--- src/rtl/irq_tally_pkg.sv ---
package irq_tally_pkg;
  localparam int WIN_W  = 12;
  localparam int WORD_W = WIN_W - 2;
  localparam int DATA_W = 32;

  localparam int W_IDENT      = 0;
  localparam int W_COUNT      = 1;
  localparam int W_FIRST      = 2;
  localparam int W_MASK_ALL   = 3;
  localparam int W_MASK_ONE   = 4;
  localparam int W_UNMASK_ONE = 5;

  localparam logic [DATA_W-1:0] TALLY_ID  = 32'h1A7C_0001;
  localparam logic [DATA_W-1:0] NONE_WORD = 32'hFFFF_FFFF;
endpackage

--- src/rtl/irq_line_bank.sv ---
module irq_line_bank #(
  parameter int N = 64
) (
  input  logic         clk,
  input  logic         rst,
  input  logic [N-1:0] irq_lines,
  input  logic [N-1:0] en_set,
  input  logic [N-1:0] en_clr,
  input  logic         clr_all,
  output logic [N-1:0] en_q,
  output logic [N-1:0] act_q,
  output logic [N-1:0] act_d
);
  logic [N-1:0] lvl_q;
  logic [N-1:0] en_d;

  for (genvar i = 0; i < N; i++) begin : g_line
    always_comb begin
      if (clr_all)        en_d[i] = 1'b0;
      else if (en_set[i]) en_d[i] = 1'b1;
      else if (en_clr[i]) en_d[i] = 1'b0;
      else                en_d[i] = en_q[i];
    end

    always_ff @(posedge clk) begin
      if (rst) begin
        lvl_q[i] <= 1'b0;
        en_q[i]  <= 1'b0;
      end else begin
        lvl_q[i] <= irq_lines[i];
        en_q[i]  <= en_d[i];
      end
    end

    assign act_q[i] = lvl_q[i] & en_q[i];
    assign act_d[i] = irq_lines[i] & en_d[i];
  end

  assert_all_clear_R6: assert property (@(posedge clk) disable iff (rst)
    clr_all |=> (en_q == '0));
endmodule

--- src/rtl/irq_pop_delta.sv ---
module irq_pop_delta #(
  parameter int N     = 64,
  parameter int CNT_W = 7
) (
  input  logic [N-1:0]     act_q,
  input  logic [N-1:0]     act_d,
  input  logic             clr_all,
  input  logic [CNT_W-1:0] cnt_q,
  output logic [CNT_W-1:0] cnt_d
);
  function automatic logic [CNT_W-1:0] pop(input logic [N-1:0] v);
    logic [CNT_W-1:0] s;
    s = '0;
    for (int i = 0; i < N; i++) s = s + CNT_W'(v[i]);
    return s;
  endfunction

  logic [CNT_W-1:0] inc, dec;

  always_comb begin
    inc = pop(act_d & ~act_q);
    dec = pop(act_q & ~act_d);
    if (clr_all) cnt_d = '0;
    else         cnt_d = cnt_q + inc - dec;
  end
endmodule

--- src/rtl/irq_lowest_pick.sv ---
module irq_lowest_pick #(
  parameter int N     = 64,
  parameter int IDX_W = 6
) (
  input  logic [N-1:0]     act,
  output logic             found,
  output logic [IDX_W-1:0] idx
);
  always_comb begin
    found = 1'b0;
    idx   = '0;
    for (int i = N - 1; i >= 0; i--) begin
      if (act[i]) begin
        found = 1'b1;
        idx   = IDX_W'(i);
      end
    end
  end
endmodule

--- src/rtl/irq_tally_ctrl.sv ---
module irq_tally_ctrl #(
  parameter int NUM_LINES = 64,
  parameter int ADDR_W    = 32
) (
  input  logic                  clk,
  input  logic                  rst,
  input  logic [NUM_LINES-1:0]  irq_lines,
  input  logic                  bus_sel,
  input  logic                  bus_wr,
  input  logic [ADDR_W-1:0]     bus_addr,
  input  logic [31:0]           bus_wdata,
  output logic [31:0]           bus_rdata,
  output logic                  irq_out
);
  import irq_tally_pkg::*;

  localparam int IDX_W = (NUM_LINES > 1) ? $clog2(NUM_LINES) : 1;
  localparam int CNT_W = $clog2(NUM_LINES + 1);
  localparam logic [WORD_W-1:0] A_IDENT  = WORD_W'(W_IDENT);
  localparam logic [WORD_W-1:0] A_COUNT  = WORD_W'(W_COUNT);
  localparam logic [WORD_W-1:0] A_FIRST  = WORD_W'(W_FIRST);
  localparam logic [WORD_W-1:0] A_MALL   = WORD_W'(W_MASK_ALL);
  localparam logic [WORD_W-1:0] A_MONE   = WORD_W'(W_MASK_ONE);
  localparam logic [WORD_W-1:0] A_UNMONE = WORD_W'(W_UNMASK_ONE);

  logic [WORD_W-1:0]    word;
  logic                 wr_hit, rd_hit, idx_ok;
  logic [NUM_LINES-1:0] sel_bit, en_set, en_clr;
  logic                 clr_all;
  logic [NUM_LINES-1:0] en_q, act_q, act_d;
  logic [CNT_W-1:0]     cnt_q, cnt_d;
  logic                 found;
  logic [IDX_W-1:0]     first_idx;
  logic                 unused_addr;

  assign word        = bus_addr[WIN_W-1:2];
  assign unused_addr = ^{bus_addr[ADDR_W-1:WIN_W], bus_addr[1:0]};
  assign wr_hit      = bus_sel & bus_wr;
  assign rd_hit      = bus_sel & ~bus_wr;
  assign idx_ok      = (bus_wdata < 32'(NUM_LINES));
  assign sel_bit     = {{(NUM_LINES-1){1'b0}}, 1'b1} << bus_wdata[IDX_W-1:0];
  assign en_set      = (wr_hit && word == A_UNMONE && idx_ok) ? sel_bit : '0;
  assign en_clr      = (wr_hit && word == A_MONE && idx_ok) ? sel_bit : '0;
  assign clr_all     = wr_hit && word == A_MALL;

  irq_line_bank #(.N(NUM_LINES)) u_bank (
    .clk(clk), .rst(rst), .irq_lines(irq_lines),
    .en_set(en_set), .en_clr(en_clr), .clr_all(clr_all),
    .en_q(en_q), .act_q(act_q), .act_d(act_d)
  );

  irq_pop_delta #(.N(NUM_LINES), .CNT_W(CNT_W)) u_delta (
    .act_q(act_q), .act_d(act_d), .clr_all(clr_all),
    .cnt_q(cnt_q), .cnt_d(cnt_d)
  );

  irq_lowest_pick #(.N(NUM_LINES), .IDX_W(IDX_W)) u_pick (
    .act(act_q), .found(found), .idx(first_idx)
  );

  always_ff @(posedge clk) begin
    if (rst) begin
      cnt_q   <= '0;
      irq_out <= 1'b0;
    end else begin
      cnt_q   <= cnt_d;
      irq_out <= (cnt_d != '0);
    end
  end

  always_ff @(posedge clk) begin
    if (rst) begin
      bus_rdata <= '0;
    end else if (rd_hit) begin
      case (word)
        A_IDENT: bus_rdata <= TALLY_ID;
        A_COUNT: bus_rdata <= 32'(cnt_q);
        A_FIRST: bus_rdata <= found ? 32'(first_idx) : NONE_WORD;
        default: bus_rdata <= '0;
      endcase
    end
  end

  assert_irq_tracks_count_R1: assert property (@(posedge clk) disable iff (rst)
    irq_out == (cnt_q != '0));

  assert_count_bound_R2: assert property (@(posedge clk) disable iff (rst)
    int'(cnt_q) <= NUM_LINES);

  assert_count_matches_active_R10: assert property (@(posedge clk) disable iff (rst)
    int'(cnt_q) == $countones(act_q));

  assert_lowest_is_low_R3: assert property (@(posedge clk) disable iff (rst)
    found |-> (act_q[first_idx] &&
               ((act_q & ((NUM_LINES'(1) << first_idx) - NUM_LINES'(1))) == '0)));

  assert_none_means_idle_R3: assert property (@(posedge clk) disable iff (rst)
    !found |-> (act_q == '0));

  assert_enable_sets_R4: assert property (@(posedge clk) disable iff (rst)
    (wr_hit && word == A_UNMONE && idx_ok) |=> en_q[$past(bus_wdata[IDX_W-1:0])]);

  assert_disable_clears_R5: assert property (@(posedge clk) disable iff (rst)
    (wr_hit && word == A_MONE && idx_ok) |=> !en_q[$past(bus_wdata[IDX_W-1:0])]);

  assert_range_ignored_R7: assert property (@(posedge clk) disable iff (rst)
    (wr_hit && (word == A_MONE || word == A_UNMONE) && !idx_ok) |=> $stable(en_q));
endmodule

--- config.mk ---
export PLATFORM = sky130hd
export DESIGN_NAME = irq_tally_ctrl
export DESIGN_NICKNAME = d
export VERILOG_FILES = /design/src/rtl/irq_tally_pkg.sv /design/src/rtl/irq_line_bank.sv /design/src/rtl/irq_pop_delta.sv /design/src/rtl/irq_lowest_pick.sv /design/src/rtl/irq_tally_ctrl.sv
export SDC_FILE = /design/constraint.sdc
export NUM_CORES = 1
export LEC_CHECK = 0
export BUFFER_PORTS_ARGS = -buffer_cell sky130_fd_sc_hd__buf_4
export CORE_MARGIN = 5
export CORE_UTILIZATION = 61
export DETAILED_ROUTE_END_ITERATION = 10
export PLACE_DENSITY = 0.83
export SYNTH_ARGS = -nofsm -noshare
export SYNTH_HDL_FRONTEND = slang
export SYNTH_HIERARCHICAL = 1
export SYNTH_SLANG_ARGS = --single-unit
--- constraint.sdc ---
create_clock -name clk -period 14 [get_ports clk]
set_input_delay 1.4 -clock clk [delete_from_list [all_inputs] [get_ports clk]]
set_output_delay 1.4 -clock clk [all_outputs]
set_load 0.1 [all_outputs]
### Word-level counts from Yosys, hierarchy flattened

Cells that the tools add are included.

* word-level logic and storage cells: 733
* bits of input ports: 132
* flip-flop bits (word level): 168
* output and inout bits: 33

* shift operators: 1
* reductions and logical operators: 7
* bitwise gates (word level): 135
* multiplexer cells: 325
* eq/ne operators: 5
* magnitude comparators: 1
* $add $sub $neg: 128

Operators by type and width (count)
* $add 7x1->7: 124
* $mux 6: 64
* $mux 1: 256
* $and 1x1->1: 130
* $and 64x64->64: 2
* $mux 64: 2
* $not 64->64: 2
* $pmux 32 s3: 1
* $shl 1x6->64 const A: 1
* $lt 32x7->1 const B: 1
* $mux 32: 1
* $eq 10x2->1 const B: 2
* $eq 10x3->1 const B: 2
* $eq 10x1->1 const B: 1
* $logic_not 10->1: 1
* $add 7x7->7: 1
* $mux 7: 1
* $reduce_bool 7->1: 1
* $sub 7x7->7: 1
* $logic_and 1x1->1: 5
* $add 1x1->2: 2
* $not 1->1: 1

### Longest topological paths before layout

Gate-level depths: netlist (run 1).

* word-level depth: 76
* gate-level depth with buffers: 36
* depth with buffers taken out: 32

### Modules after synthesis

Netlist (run 1), hierarchy kept.

Modules (own cells, without submodules)
* irq_line_bank: area an instance 5434.0 µm², cells an instance 598, times used 1, seq. area each 2562.5 µm²
* irq_pop_delta: area an instance 4210.3 µm², cells an instance 422, times used 1, seq. area each 0.0 µm²
* irq_tally_ctrl: area an instance 3937.5 µm², cells an instance 477, times used 1, seq. area each 340.3 µm²
* irq_lowest_pick: area an instance 763.2 µm², cells an instance 140, times used 1, seq. area each 0.0 µm²

### Least setup slack after synthesis (run 1)

Ideal clock, no wire load.

* kind: input to register
* start: input bus_addr[7]
* end: register irq_out
* buffers on the path: 4
* stages: 36
* arrival time: 10185 ps
* library setup time: 132 ps
* required time: 13868 ps
* slack: 3682 ps
* path through: nor4_2 > nand4_1 > buf_2 > buf_6 > nor3_1 > clkbuf_1 > buf_2 > nand2b_1 > a21oi_1 > nor2b_1 > fa_1 > inv_1 > fa_1 > inv_1 > fa_1 > inv_1 > fa_1 > inv_1 > fa_1 > inv_1 > fa_1 > fa_1 > inv_1 > fa_1 > inv_1 > fa_1 > inv_1 > fa_1 > ha_1 > fa_1 > a21o_1 > a21oi_1 > xor2_1 > nor2_1 > nor4_1 > a21oi_1

RTL lines
* start: declaration: line irq_tally_ctrl.sv:10 `input logic [ADDR_W-1:0] bus_addr,`
* $eq 10x2->1 *: line irq_tally_ctrl.sv:44 `assign clr_all = wr_hit && word == A_MALL;`
* $logic_and 1x1->1 *: line irq_tally_ctrl.sv:44
* net clr_all: line irq_tally_ctrl.sv:29 `logic clr_all;`
* $mux 1 *: line irq_line_bank.sv:19 `if (clr_all) en_d[i] = 1'b0;`
* $and 1x1->1 *: line irq_line_bank.sv:36 `assign act_d[i] = irq_lines[i] & en_d[i];`
* net act_d[58]: line irq_tally_ctrl.sv:30 `logic [NUM_LINES-1:0] en_q, act_q, act_d;`
* $and 64x64->64 / $not 64->64 (equally long branches): line irq_pop_delta.sv:21, irq_pop_delta.sv:22
* $add 7x1->7 / $and 64x64->64 (equally long branches): line irq_pop_delta.sv:14, irq_pop_delta.sv:22
* $add 7x1->7 (5 in a row): line irq_pop_delta.sv:14 `for (int i = 0; i < N; i++) s = s + CNT_W'(v[i]);`
* $add 7x7->7 / $add 7x1->7 (equally long branches): line irq_pop_delta.sv:24, irq_pop_delta.sv:14
* $sub 7x7->7 *: line irq_pop_delta.sv:24 `else cnt_d = cnt_q + inc - dec;`
* $mux 7 *: line irq_pop_delta.sv:23 `if (clr_all) cnt_d = '0;`
* net cnt_d[5]: line irq_tally_ctrl.sv:31 `logic [CNT_W-1:0] cnt_q, cnt_d;`
* $reduce_bool 7->1 *: line irq_tally_ctrl.sv:67 `irq_out <= (cnt_d != '0);`
* end signal: assignment: line irq_tally_ctrl.sv:67
* end: declaration: line irq_tally_ctrl.sv:13 `output logic irq_out`

The timed path passes the listed nets; every way through them passes the cells marked *.
A chain may end at the register's enable or synchronous reset.

### Final worst setup path (run 1)

* start: input bus_wdata[16]
* end: register irq_out

RTL lines
* start: declaration: line irq_tally_ctrl.sv:11 `input logic [31:0] bus_wdata,`
* $lt 32x7->1 *: line irq_tally_ctrl.sv:40 `assign idx_ok = (bus_wdata < 32'(NUM_LINES));`
* $logic_and 1x1->1 *: line irq_tally_ctrl.sv:43 `assign en_clr = (wr_hit && word == A_MONE && idx_ok) ? sel_bit : '0;`
* $mux 64 *: line irq_tally_ctrl.sv:43
* net en_clr[40]: line irq_tally_ctrl.sv:28 `logic [NUM_LINES-1:0] sel_bit, en_set, en_clr;`
* $mux 1 *: line irq_line_bank.sv:21 `else if (en_clr[i]) en_d[i] = 1'b0;`
* $mux 1 *: line irq_line_bank.sv:20 `else if (en_set[i]) en_d[i] = 1'b1;`
* $mux 1 *: line irq_line_bank.sv:19
* $and 1x1->1 *: line irq_line_bank.sv:36
* net act_d[40]: line irq_tally_ctrl.sv:30
* $and 64x64->64 / $not 64->64 (equally long branches): line irq_pop_delta.sv:21, irq_pop_delta.sv:22
* $add 7x1->7 / $and 64x64->64 (equally long branches): line irq_pop_delta.sv:14, irq_pop_delta.sv:22
* $add 7x1->7 (23 in a row): line irq_pop_delta.sv:14
* $add 7x7->7 / $add 7x1->7 (equally long branches): line irq_pop_delta.sv:24, irq_pop_delta.sv:14
* $sub 7x7->7 *: line irq_pop_delta.sv:24
* $mux 7 *: line irq_pop_delta.sv:23
* net cnt_d[5]: line irq_tally_ctrl.sv:31
* $reduce_bool 7->1 *: line irq_tally_ctrl.sv:67

Marks and branches as above.

==> results_dict.tcl, run 1 <==
set metrics [dict create \
    status "finished clean" \
    worstPathArrival_ns 11.02 \
    number_of_standard_cell_rows_in_the_floorplan 56 \
    antennaDiodeCount 0 \
    dieWidth_um 163.4 \
    switching_power_uw 241.1 \
    yosys.cell_types.count 65 \
    cp_slowest_stage_delay_ns 0.87 \
    p_int_uw 755.0 \
    vdd_drop_max_mv 0.05679 \
    hold_critical_path_endpoint "bus_rdata[6]$_SDFFE_PP0P_" \
    yosysSeqAreaShare_pct 20.24 \
    post-route-drc-count 0 \
    grt_antenna_before_repair 0 \
    final_common_cell "inv_1" \
    share_comb_of_total_power_pct 8.5 \
    cp.required_ns 14.30 \
    final_layout_size_suffix_gt1_share_pct 22.52 \
    final.setup_skew_ns 0.009910 \
    hold_buffers 0 \
    routed-via-count 12061 \
    grt_start_max_net_pins 130 \
    synth-edff-count 0 \
    h-tree-depth 4 \
    clock_tree.root_cell "clkbuf_16" \
    die_y_um 163.4 \
    sequential_power_share_pct 42.6 \
    place_inst 1980 \
    setup_violations 0 \
    ctsResizeCount 0 \
    worst_path_max_delay_cell "buf_4" \
    detail_route.first_pass.iterations 6 \
    dpl-instance-area_mm2 0.01515 \
    most_frequent_cells_in_the_layout "inv_1 (200), nand2b_1 (183), buf_4 (156), nor2b_1 (154), dfxtp_1 (145)" \
    cts_made_buffers 17 \
    report.power.total_uw 996.0 \
    hold_path_depth 1 \
    routed.top_layer "met4" \
    cts.sinks 145 \
    max_clock_freq_mhz 93.24 \
    reg2reg_depth 29 \
    register_bit_total_from_synthesis 145 \
    r2r_setup_slack_ns 6.05 \
    layoutNonFillerInstCount 2011 \
    worst_hold_path_type "reg -> reg" \
    grt_pass1_vias 11978 \
    hold_start "bus_rdata[6]$_SDFFE_PP0P_" \
    synthCells 1637 \
    place.gp.congestion 1.008 \
    grt_use_total_pct 31.47 \
    die_area_mm2 0.02668 \
    insertion_delay_ns 0.43 \
    vias_per_cell 5.998 \
    leakage_uw 0.005821 \
    grt_pass1_wl_mm 65.28 \
    postSynthNetCount 1916 \
    cts_tree "built" \
    boundaryPins 165 \
    design.final.nets 1959 \
    finalHoldViolCount 0 \
    worst_reg2reg_endpoint "irq_out$_SDFF_PP0_" \
    dp.final_hpwl_mm 30.91 \
    timing_max_transition_violations_final 0 \
    worst_setup_path_start_kind "input port" \
    min_period_over_period_pct 76.61 \
    detailroute.wirelength.met2_mm 20.04 \
    rsz_0062_raised_after_global_routing "no" \
    timing.critical_path.fanout_max 67 \
    endpoint_kind "register" \
    post_cts_setup_buffer_count 0 \
    cts.path.max_buffers 2 \
    timing.critical_path.mode_cell "fa_1" \
    drv_cap 0 \
    timing.setup.critical_path_class "in -> reg" \
    met3RoutedLength_mm 3.084 \
    synth_area_mm2 0.01435 \
    async_reset_ff_share_pct 0 \
    final_design_area_no_fill_mm2 0.01576 \
    p_clk_share_pct 48.9 \
    route.final.wire_length_mm 41.59 \
    grt_overflow_total 0 \
    flow.area_growth_from_synthesis_pct 9.882 \
    pwr_density_cell_mw_per_mm2 63.19 \
    remaining_antenna_violation_count_after_routing 0 \
    ys.flop_type "dfxtp_1" \
    min_clock_period_post_route_ns 10.73 \
    fin_setup_tns_ns 0 \
    r2r-start "u_bank/en_q[58]$_SDFF_PP0_" \
    worst_setup_path_startpoint "bus_wdata[16]" \
    timing.max_slew.rel_slack_pct 19.29 \
    initial_core_util_pct 61.48 \
    average_size_of_a_mapped_cell_um2 8.763 \
    drt_iter0_drc 1285 \
    path_clk_slew_ns 0.06 \
    swShare_pct 24.20 \
    synthesis.yosys.warnings 6 \
    worst_slew_pin_slew_ns 1.209 \
    detailed_route_wire_length_per_cell_um 20.68 \
    core_area_mm2 0.02333 \
    detail_route.wirelength.met1_mm 16.82 \
    port_buffers 142 \
]
## worst max path at each step
stage / endpoint / cells after the start / slack [ns]
2_1_floorplan: irq_out$_SDFF_PP0_ / 36 / 3.68
3_3_place_gp: irq_out$_SDFF_PP0_ / 35 / 2.94
3_5_place_dp: irq_out$_SDFF_PP0_ / 35 / 2.89
4_1_cts: irq_out$_SDFF_PP0_ / 35 / 3.32
5_1_grt: irq_out$_SDFF_PP0_ / 33 / 2.80
6_report: irq_out$_SDFF_PP0_ / 33 / 3.27
## cell families after synthesis
group / count (synthesis) / synth area share [%]
xor gates and xnor gates: 7 / 0.6193
buffers and inverters: 334 / 11.07
and+or+nand+nor: 804 / 39.40
adders and majority gates: 147 / 19.26
AOI/OAI and AO/OA: 200 / 9.420
DFF: 145 / 20.24
## power by group through the flow
| stage | Clock (uW) | Combinational (uW) | Sequential [uW] |
|---|---|---|---|
| floorplan | 0 | 43.9 | 433 |
| global placement | 0 | 81.2 | 433 |
| detailed placement | 0 | 82.7 | 434 |
| CTS | 491 | 82.9 | 425 |
| global route | 507 | 89.4 | 425 |
| finish | 487 | 84.6 | 425 |
## layer usage
metal	up-vias	track usage [%]
met3	122	4.340
li1	5523	-
met2	597	53.08
met1	5819	41.45
met4	0	11.48
met5	-	0
## Yosys cell counts, types with 3 or more instances
cell type  count  area share [%]
nor4b_2        5            0.52
and2b_1       12            0.63
fa_1         123              17
a21o_1         3            0.16
buf_2         45             1.6
nand4_1       29             1.3
nor2b_1      154             6.7
nor2_1        38            0.99
o21ai_0        9            0.31
dfxtp_1      145              20
xor2_1         3            0.18
inv_1        200             5.2
buf_6         21             1.6
a21oi_1       88             3.1
and3_1         6            0.26
a21oi_2       60             3.7
nand2_1        9            0.24
buf_1          3           0.078
or4_4          3            0.24
nor4_2       114             9.9
nor3_1        14            0.49
a22oi_1        5            0.26
clkbuf_1      33            0.86
and2_1        65             2.8
ha_1          24             2.1
nand3_1      110             3.8
nor4bb_1       4            0.28
nand2b_1     183             8.0
and3b_1        3            0.18
nor4_1        39             1.7
buf_4         32             1.7
o2bb2ai_1      7            0.43
o21ai_1        4            0.14
## through the flow
step           util, %  setup WS (ns)  hold WS (ns)
6_report         67.56          3.275        0.4645
5_1_grt          67.56          2.798        0.4921
4_1_cts          67.56          3.317        0.4692
3_5_place_dp     64.92          2.890        0.4512
3_3_place_gp     64.92          2.945        0.4485
2_1_floorplan        -          3.682        0.4685
## sequential cells by signal (all words and copies together) (netlist names)
register	count
irq_out	1
u_bank/lvl_q	64
u_bank/en_q	64
bus_rdata	9
cnt_q	7
## critical path, delay by kind of cell
family / cells / cell delay, ns
AO/OA/AOI/OAI: 4 / 0.66
buffers and inverters: 9 / 2.10
adder cells (fa/ha/maj): 12 / 5.57
AND/OR/NAND/NOR: 7 / 1.05
XOR/XNOR: 1 / 0.16
## final cells by class
type / instances / area (um2)
clock buffers: 23 / 488.0
clock inverters: 8 / 127.6
fillers: 1895 / 7570
inverters: 200 / 750.7
multi-input cells: 1158 / 9883
flip-flops and latches: 145 / 2903
well taps: 319 / 399.1
repair buffers: 158 / 1211
Note: power is estimated with default switching activity, not from simulation.
==> run 2: changes to the inputs <==
--- a/config.mk
+++ b/config.mk
@@ -7,9 +7,9 @@
 export LEC_CHECK = 0
 export BUFFER_PORTS_ARGS = -buffer_cell sky130_fd_sc_hd__buf_4
 export CORE_MARGIN = 5
-export CORE_UTILIZATION = 61
+export CORE_UTILIZATION = 55
 export DETAILED_ROUTE_END_ITERATION = 10
-export PLACE_DENSITY = 0.83
+export PLACE_DENSITY = 0.79
 export SYNTH_ARGS = -nofsm -noshare
 export SYNTH_HDL_FRONTEND = slang
 export SYNTH_HIERARCHICAL = 1
==> constraint.sdc (replaced) <==
create_clock -name clk -period 8.65 [get_ports clk]
set_input_delay 0.865 -clock clk [delete_from_list [all_inputs] [get_ports clk]]
set_output_delay 0.865 -clock clk [all_outputs]
set_load 0.1 [all_outputs]
==> run 2 against run 1 <==
Compared with the run above: wire length grew 15%; die area increased by 10%; setup slack got worse by 3.6 ns; the flow now finishes with violations (setup timing); worst hold slack better by 0.011 ns; first-iteration DRC count up 1.9%; critical endpoint unchanged.
==> results_dict.tcl, run 2 (synthesized netlist as in run 1, its figures left out) <==
set metrics [dict create \
    status "complete, but fails checks" \
    violations "setup timing" \
    post-route-drc-count 0 \
    die_y_um 171.5 \
    drt_iter0_drc 1309 \
    port_buffers 142 \
    dieWidth_um 171.5 \
    path_clk_slew_ns 0.07 \
    grt_util_met2_pct 53.74 \
    cts.sinks 145 \
    flow.area_growth_from_synthesis_pct 29.03 \
    cts.path.max_buffers 2 \
    vdd_drop_max_mv 0.1089 \
    finalHoldViolCount 0 \
    worst_slew_pin_slew_ns 1.046 \
    cts_made_buffers 17 \
    grt_start_max_net_pins 75 \
    place_inst 2238 \
    place.gp.congestion 0.9750 \
    leakage_uw 0.007351 \
    initial_core_util_pct 55.52 \
    critical-path-top-delay-family "adder cells" \
    grt-busiest-layer "met2" \
    final.setup_skew_ns 0.007085 \
    dp.final_hpwl_mm 35.75 \
    drv_cap 0 \
    design.final.nets 2225 \
    grt_pass1_vias 13616 \
    final_layout_size_suffix_gt1_share_pct 37.11 \
    die_area_mm2 0.02941 \
    rsz_0062_raised_after_global_routing "yes" \
    route.final.wire_length_mm 47.74 \
    antennaDiodeCount 0 \
    final_common_cell "buf_4" \
    timing.max_slew.rel_slack_pct 30.08 \
    h-tree-depth 4 \
    setup_violations 4 \
    vias_per_cell 5.812 \
    remaining_antenna_violation_count_after_routing 0 \
    most_frequent_cells_in_the_layout "buf_4 (403), inv_1 (193), nand2b_1 (166), dfxtp_1 (145), nor2b_1 (144)" \
    number_of_standard_cell_rows_in_the_floorplan 59 \
    boundaryPins 165 \
    max_clock_freq_mhz 110.9 \
    grt_use_total_pct 32.29 \
    insertion_delay_ns 0.44 \
    worst_hold_path_type "reg -> reg" \
    grt_use_met1_pct 40.53 \
    timing.critical_path.mode_cell "fa_1" \
    report.power.total_uw 1656 \
    core_area_mm2 0.02584 \
    grt_overflow_total 0 \
    cp.required_ns 8.92 \
    pre_cts_ws_ns -0.8346 \
    grt_pass1_wl_mm 73.65 \
    min_clock_period_post_route_ns 9.013 \
    worst_path_max_delay_cell "fa_2" \
    routed-via-count 13333 \
    timing_max_transition_violations_final 0 \
    detailed_route_wire_length_per_cell_um 20.81 \
    cts_tree "built" \
    cp_slowest_stage_delay_ns 0.58 \
    largestRegisters "u_bank/en_q: 64 flops, u_bank/lvl_q: 64 flops, bus_rdata: 9 flops" \
    grt_antenna_before_repair 0 \
    layoutNonFillerInstCount 2294 \
    pwr_density_cell_mw_per_mm2 89.49 \
    timing.critical_path.fanout_max 20 \
    final.hold.worst_slack_ns 0.4750 \
    gr-usage-met3_pct 5.677 \
    timing.setup.critical_path_class "in -> reg" \
    final.setup.worst_slack_ns -0.3634 \
    cp_num_buf_inv 10 \
    worst_setup_path_start_kind "input port" \
    endpoint_kind "register" \
    detail_route.first_pass.iterations 6 \
    clock_tree.root_cell "clkbuf_16" \
    r2r_setup_slack_ns 1.02 \
    min_period_over_period_pct 104.2 \
    worstPathArrival_ns 9.29 \
]
## run 2: changes by cell type in the layout (fill, tap and decap cells not counted), sizes merged
cell and delta:
buf +264, inv +3, clkinv +1, clkinvlp -1
## run 2: layout make-up
type | instances | area, um2
Clock inverter | 11 | 151.4
Fill cell | 1930 | 7328
Multi-Input combinational cell | 1158 | 10390
Timing Repair Buffer | 424 | 3433
Inverter | 200 | 750.7
Clock buffer | 21 | 460.4
Tap cell | 335 | 419.2
Sequential cell | 145 | 2903
## run 2: per-layer routing
metal | share of wire [%] | up-vias
li1 | - | 6059
met1 | 39 | 6500
met2 | 48 | 617
met3 | 8.1 | 157
met4 | 5.1 | 0
met5 | 0 | -
## run 2: timing repair
item / 4_1_cts / 5_1_grt
hold buffers: 0 / 0
resized for setup: 58 / 32
endpoints found under the setup margin: 5 / 6
cloned: 1 / 1
endpoints found under the hold margin: 0 / 0
setup buffers: 16 / 6
pin swaps: 19 / 6
## run 2: final timing paths
check                                                start                   endpoint  depth (start not counted)
worst max-delay path                         bus_wdata[22]         irq_out$_SDFF_PP0_                         34
worst min-delay path             bus_rdata[6]$_SDFFE_PP0P_  bus_rdata[6]$_SDFFE_PP0P_                          1
worst max register to register  u_bank/en_q[28]$_SDFF_PP0_         irq_out$_SDFF_PP0_                         23
worst min register to register   bus_rdata[6]$_SDFFE_PP0P_  bus_rdata[6]$_SDFFE_PP0P_                          1
## run 2: worst register-to-register path: cells and delay by family, from the launching register on
kind	cells	cell delay, ns
buffers and inverters	3	0.15
adder cells (fa/ha/maj)	12	5.53
flip-flops	1	0.41
AND/OR/NAND/NOR	4	0.82
XOR/XNOR	1	0.14
AO/OA/AOI/OAI	3	0.42
## run 2: power by group
part | total [uW] | internal (uW) | leakage, uW | switching (uW)
Clock | 801 | 473 | 0.000298 | 329
Combinational | 168 | 76.5 | 0.00587 | 91.5
Sequential | 687 | 683 | 0.00119 | 3.71
## run 2: stage by stage
step                utilization [%]  instance area [um2]  setup TNS [ns]
floorplan                         -                14480         -0.4812
global placement              66.59                17200          -2.324
detailed placement            66.59                17200          -3.221
CTS                           70.72                18270         -0.3091
global route                  71.64                18510          -2.211
finish                        71.64                18510         -0.7185
==> run 3: changes to the inputs <==
--- a/config.mk
+++ b/config.mk
@@ -6,6 +6,7 @@
 export NUM_CORES = 1
 export LEC_CHECK = 0
 export BUFFER_PORTS_ARGS = -buffer_cell sky130_fd_sc_hd__buf_4
+export CORE_ASPECT_RATIO = 0.7
 export CORE_MARGIN = 5
 export CORE_UTILIZATION = 55
 export DETAILED_ROUTE_END_ITERATION = 10
==> run 3 against run 2 <==
Compared with the run above: the flow still finishes with violations (setup timing); final cell count increased by 0.78%; critical path depth shrank 1; clock skew grew 0.0025 ns; critical endpoint unchanged; largest cell class unchanged; highest routed layer unchanged.
==> results_dict.tcl, run 3 (synthesized netlist as in run 1, its figures left out) <==
set metrics [dict create \
    status "complete, but fails checks" \
    violations "setup timing" \
    cp.required_ns 8.95 \
    cp_slowest_stage_delay_ns 0.60 \
    port_buffers 142 \
    cts_made_buffers 17 \
    setup_violations 3 \
    grt_pass1_vias 13661 \
    leakage_uw 0.007507 \
    timing.critical_path.fanout_max 8 \
    area.sequential_mm2 0.002903 \
    drt_iter0_drc 1571 \
    min_clock_period_post_route_ns 9.005 \
    worst_path_max_delay_cell "fa_2" \
    post_layout_utilization_of_the_core_pct 73.44 \
    min_period_over_period_pct 104.1 \
    endpoint_kind "register" \
    worst_reg2reg_endpoint "irq_out$_SDFF_PP0_" \
    dieWidth_um 203.0 \
    final.setup_skew_ns 0.009572 \
    sequential_power_share_pct 41.6 \
    hold_path_depth 1 \
    vias_per_cell 5.928 \
    p_clk_share_pct 47.8 \
    initial_core_util_pct 55.84 \
    dp.final_hpwl_mm 37.54 \
    r2r-start "u_bank/en_q[0]$_SDFF_PP0_" \
    dpl-instance-area_mm2 0.01736 \
    drv_cap 0 \
    max_clock_freq_mhz 111.0 \
    share_comb_of_total_power_pct 10.6 \
    cts.sinks 145 \
    number_of_standard_cell_rows_in_the_floorplan 49 \
    path_clk_slew_ns 0.07 \
    hold_critical_path_endpoint "bus_rdata[3]$_SDFFE_PP0P_" \
    hold_start "bus_rdata[3]$_SDFFE_PP0P_" \
    reg2reg_depth 26 \
    pre_cts_ws_ns -0.8645 \
    route.final.wire_length_mm 50.96 \
    swShare_pct 25.38 \
    grt_pass1_wl_mm 77.93 \
    place.gp.congestion 1.048 \
    fin_setup_tns_ns -0.6914 \
    post-route-drc-count 0 \
    final_common_cell "buf_4" \
    r2r_setup_slack_ns 0.97 \
    grt_use_total_pct 33.94 \
    rsz_0062_raised_after_global_routing "yes" \
    die_y_um 145.1 \
    core_area_mm2 0.02569 \
    largestRegisters "u_bank/en_q: 64 flops, u_bank/lvl_q: 64 flops, bus_rdata: 9 flops" \
    final_design_area_no_fill_mm2 0.01887 \
    timing.max_slew.rel_slack_pct 7.081 \
    detail_route.first_pass.iterations 7 \
    design.final.nets 2247 \
    routed-via-count 13705 \
    cts_tree "built" \
    pwr_density_cell_mw_per_mm2 87.58 \
    most_frequent_cells_in_the_layout "buf_4 (413), inv_1 (187), nand2b_1 (162), dfxtp_1 (145), nor2b_1 (136)" \
    antennaDiodeCount 0 \
    grt_overflow_total 0 \
    insertion_delay_ns 0.46 \
    detailed_route_wire_length_per_cell_um 22.04 \
    boundaryPins 165 \
    final_layout_size_suffix_gt1_share_pct 38.82 \
    finalHoldViolCount 0 \
    worst_setup_path_start_kind "input port" \
    timing.critical_path.mode_cell "fa_1" \
    p_int_uw 1233 \
    grt_antenna_before_repair 0 \
    hold_buffers 0 \
    grt_start_max_net_pins 75 \
    flow.area_growth_from_synthesis_pct 31.51 \
    worstPathArrival_ns 9.31 \
    worst_slew_pin_slew_ns 1.390 \
    vdd_drop_max_mv 0.1500 \
    clock_tree.root_cell "clkbuf_16" \
    final.setup.worst_slack_ns -0.3552 \
    die_area_mm2 0.02946 \
    timing.setup.critical_path_class "in -> reg" \
    cts.path.max_buffers 2 \
    num-fill-cells 1851 \
    worst_hold_path_type "reg -> reg" \
    combined_area_of_the_multi_input_logic_cells_mm2 0.01042 \
    timing_max_transition_violations_final 0 \
    switching_power_uw 419.3 \
    remaining_antenna_violation_count_after_routing 0 \
    h-tree-depth 4 \
]
==> run 3: cell count changes in the layout (fill, tap and decap cells not counted), moves of 5 or more <==
cell	change
fa_1	-8
nor4_1	+6
nor4_2	-5
fa_2	+8
buf_4	+10
inv_2	+6
clkinvlp_4	+5
nor2b_1	-8
inv_1	-6
nor2b_2	+6
==> run 3: per-stage QoR <==
step                      power, uW  hold WS (ns)  std cells
after floorplan               772.2        0.4685       1637
after global routing           1698        0.4838       2312
after detailed placement      868.3        0.4474       2249
final                          1652        0.4653       2312
after global placement        863.6        0.4523       2249
after CTS                      1655        0.4680       2308
==> run 3: worst max path at each step <==
stage                              from            endpoint  slack, ns  cells after the start
after floorplan             bus_addr[8]  irq_out$_SDFF_PP0_      -0.33                     36
after global placement    bus_wdata[25]  irq_out$_SDFF_PP0_      -0.74                     32
after detailed placement  bus_wdata[25]  irq_out$_SDFF_PP0_      -0.86                     30
after CTS                   bus_addr[7]  irq_out$_SDFF_PP0_      -0.22                     37
after global routing        bus_addr[7]  irq_out$_SDFF_PP0_      -0.63                     29
final                       bus_addr[7]  irq_out$_SDFF_PP0_      -0.36                     33
==> run 3: layer usage <==
layer | track usage [%] | wire, um | vias up
met5 | 0 | 0 | -
met4 | 10.75 | 1629 | 0
met3 | 9.458 | 6225 | 125
met2 | 52.17 | 22630 | 827
met1 | 46.74 | 20480 | 6641
li1 | - | - | 6112
==> run 3: what timing repair did <==
| item | 4_1_cts | 5_1_grt |
|---|---|---|
| resized for setup | 73 | 39 |
| gates cloned | 6 | 0 |
| setup endpoints to repair | 4 | 6 |
| pin swaps | 45 | 22 |
| setup buffers | 24 | 4 |
==> run 3: area by class of cell <==
class,instances,area share [%]
Inverter,200,3.979
Multi-Input combinational cell,1158,55.23
Clock buffer,20,2.421
Clock inverter,12,0.8357
Timing Repair Buffer,446,19.95
Tap cell,331,2.195
Sequential cell,145,15.39
==> run 3: power by group through the flow <==
| stage | sequential, uW | clock [uW] | combinational (uW) |
|---|---|---|---|
| finish | 687 | 789 | 176 |
| global route | 688 | 825 | 185 |
| CTS | 687 | 798 | 170 |
| detailed placement | 702 | 0 | 167 |
| global placement | 702 | 0 | 162 |
| floorplan | 700 | 0 | 72.1 |
==> run 3: worst max-delay path, delay by kind of cell <==
kind            cells  cell delay, ns
compound gates      4            0.65
xor+xnor            1            0.16
fa+ha+maj          12            5.38
buf+inv            10            1.03
simple gates        6            1.20
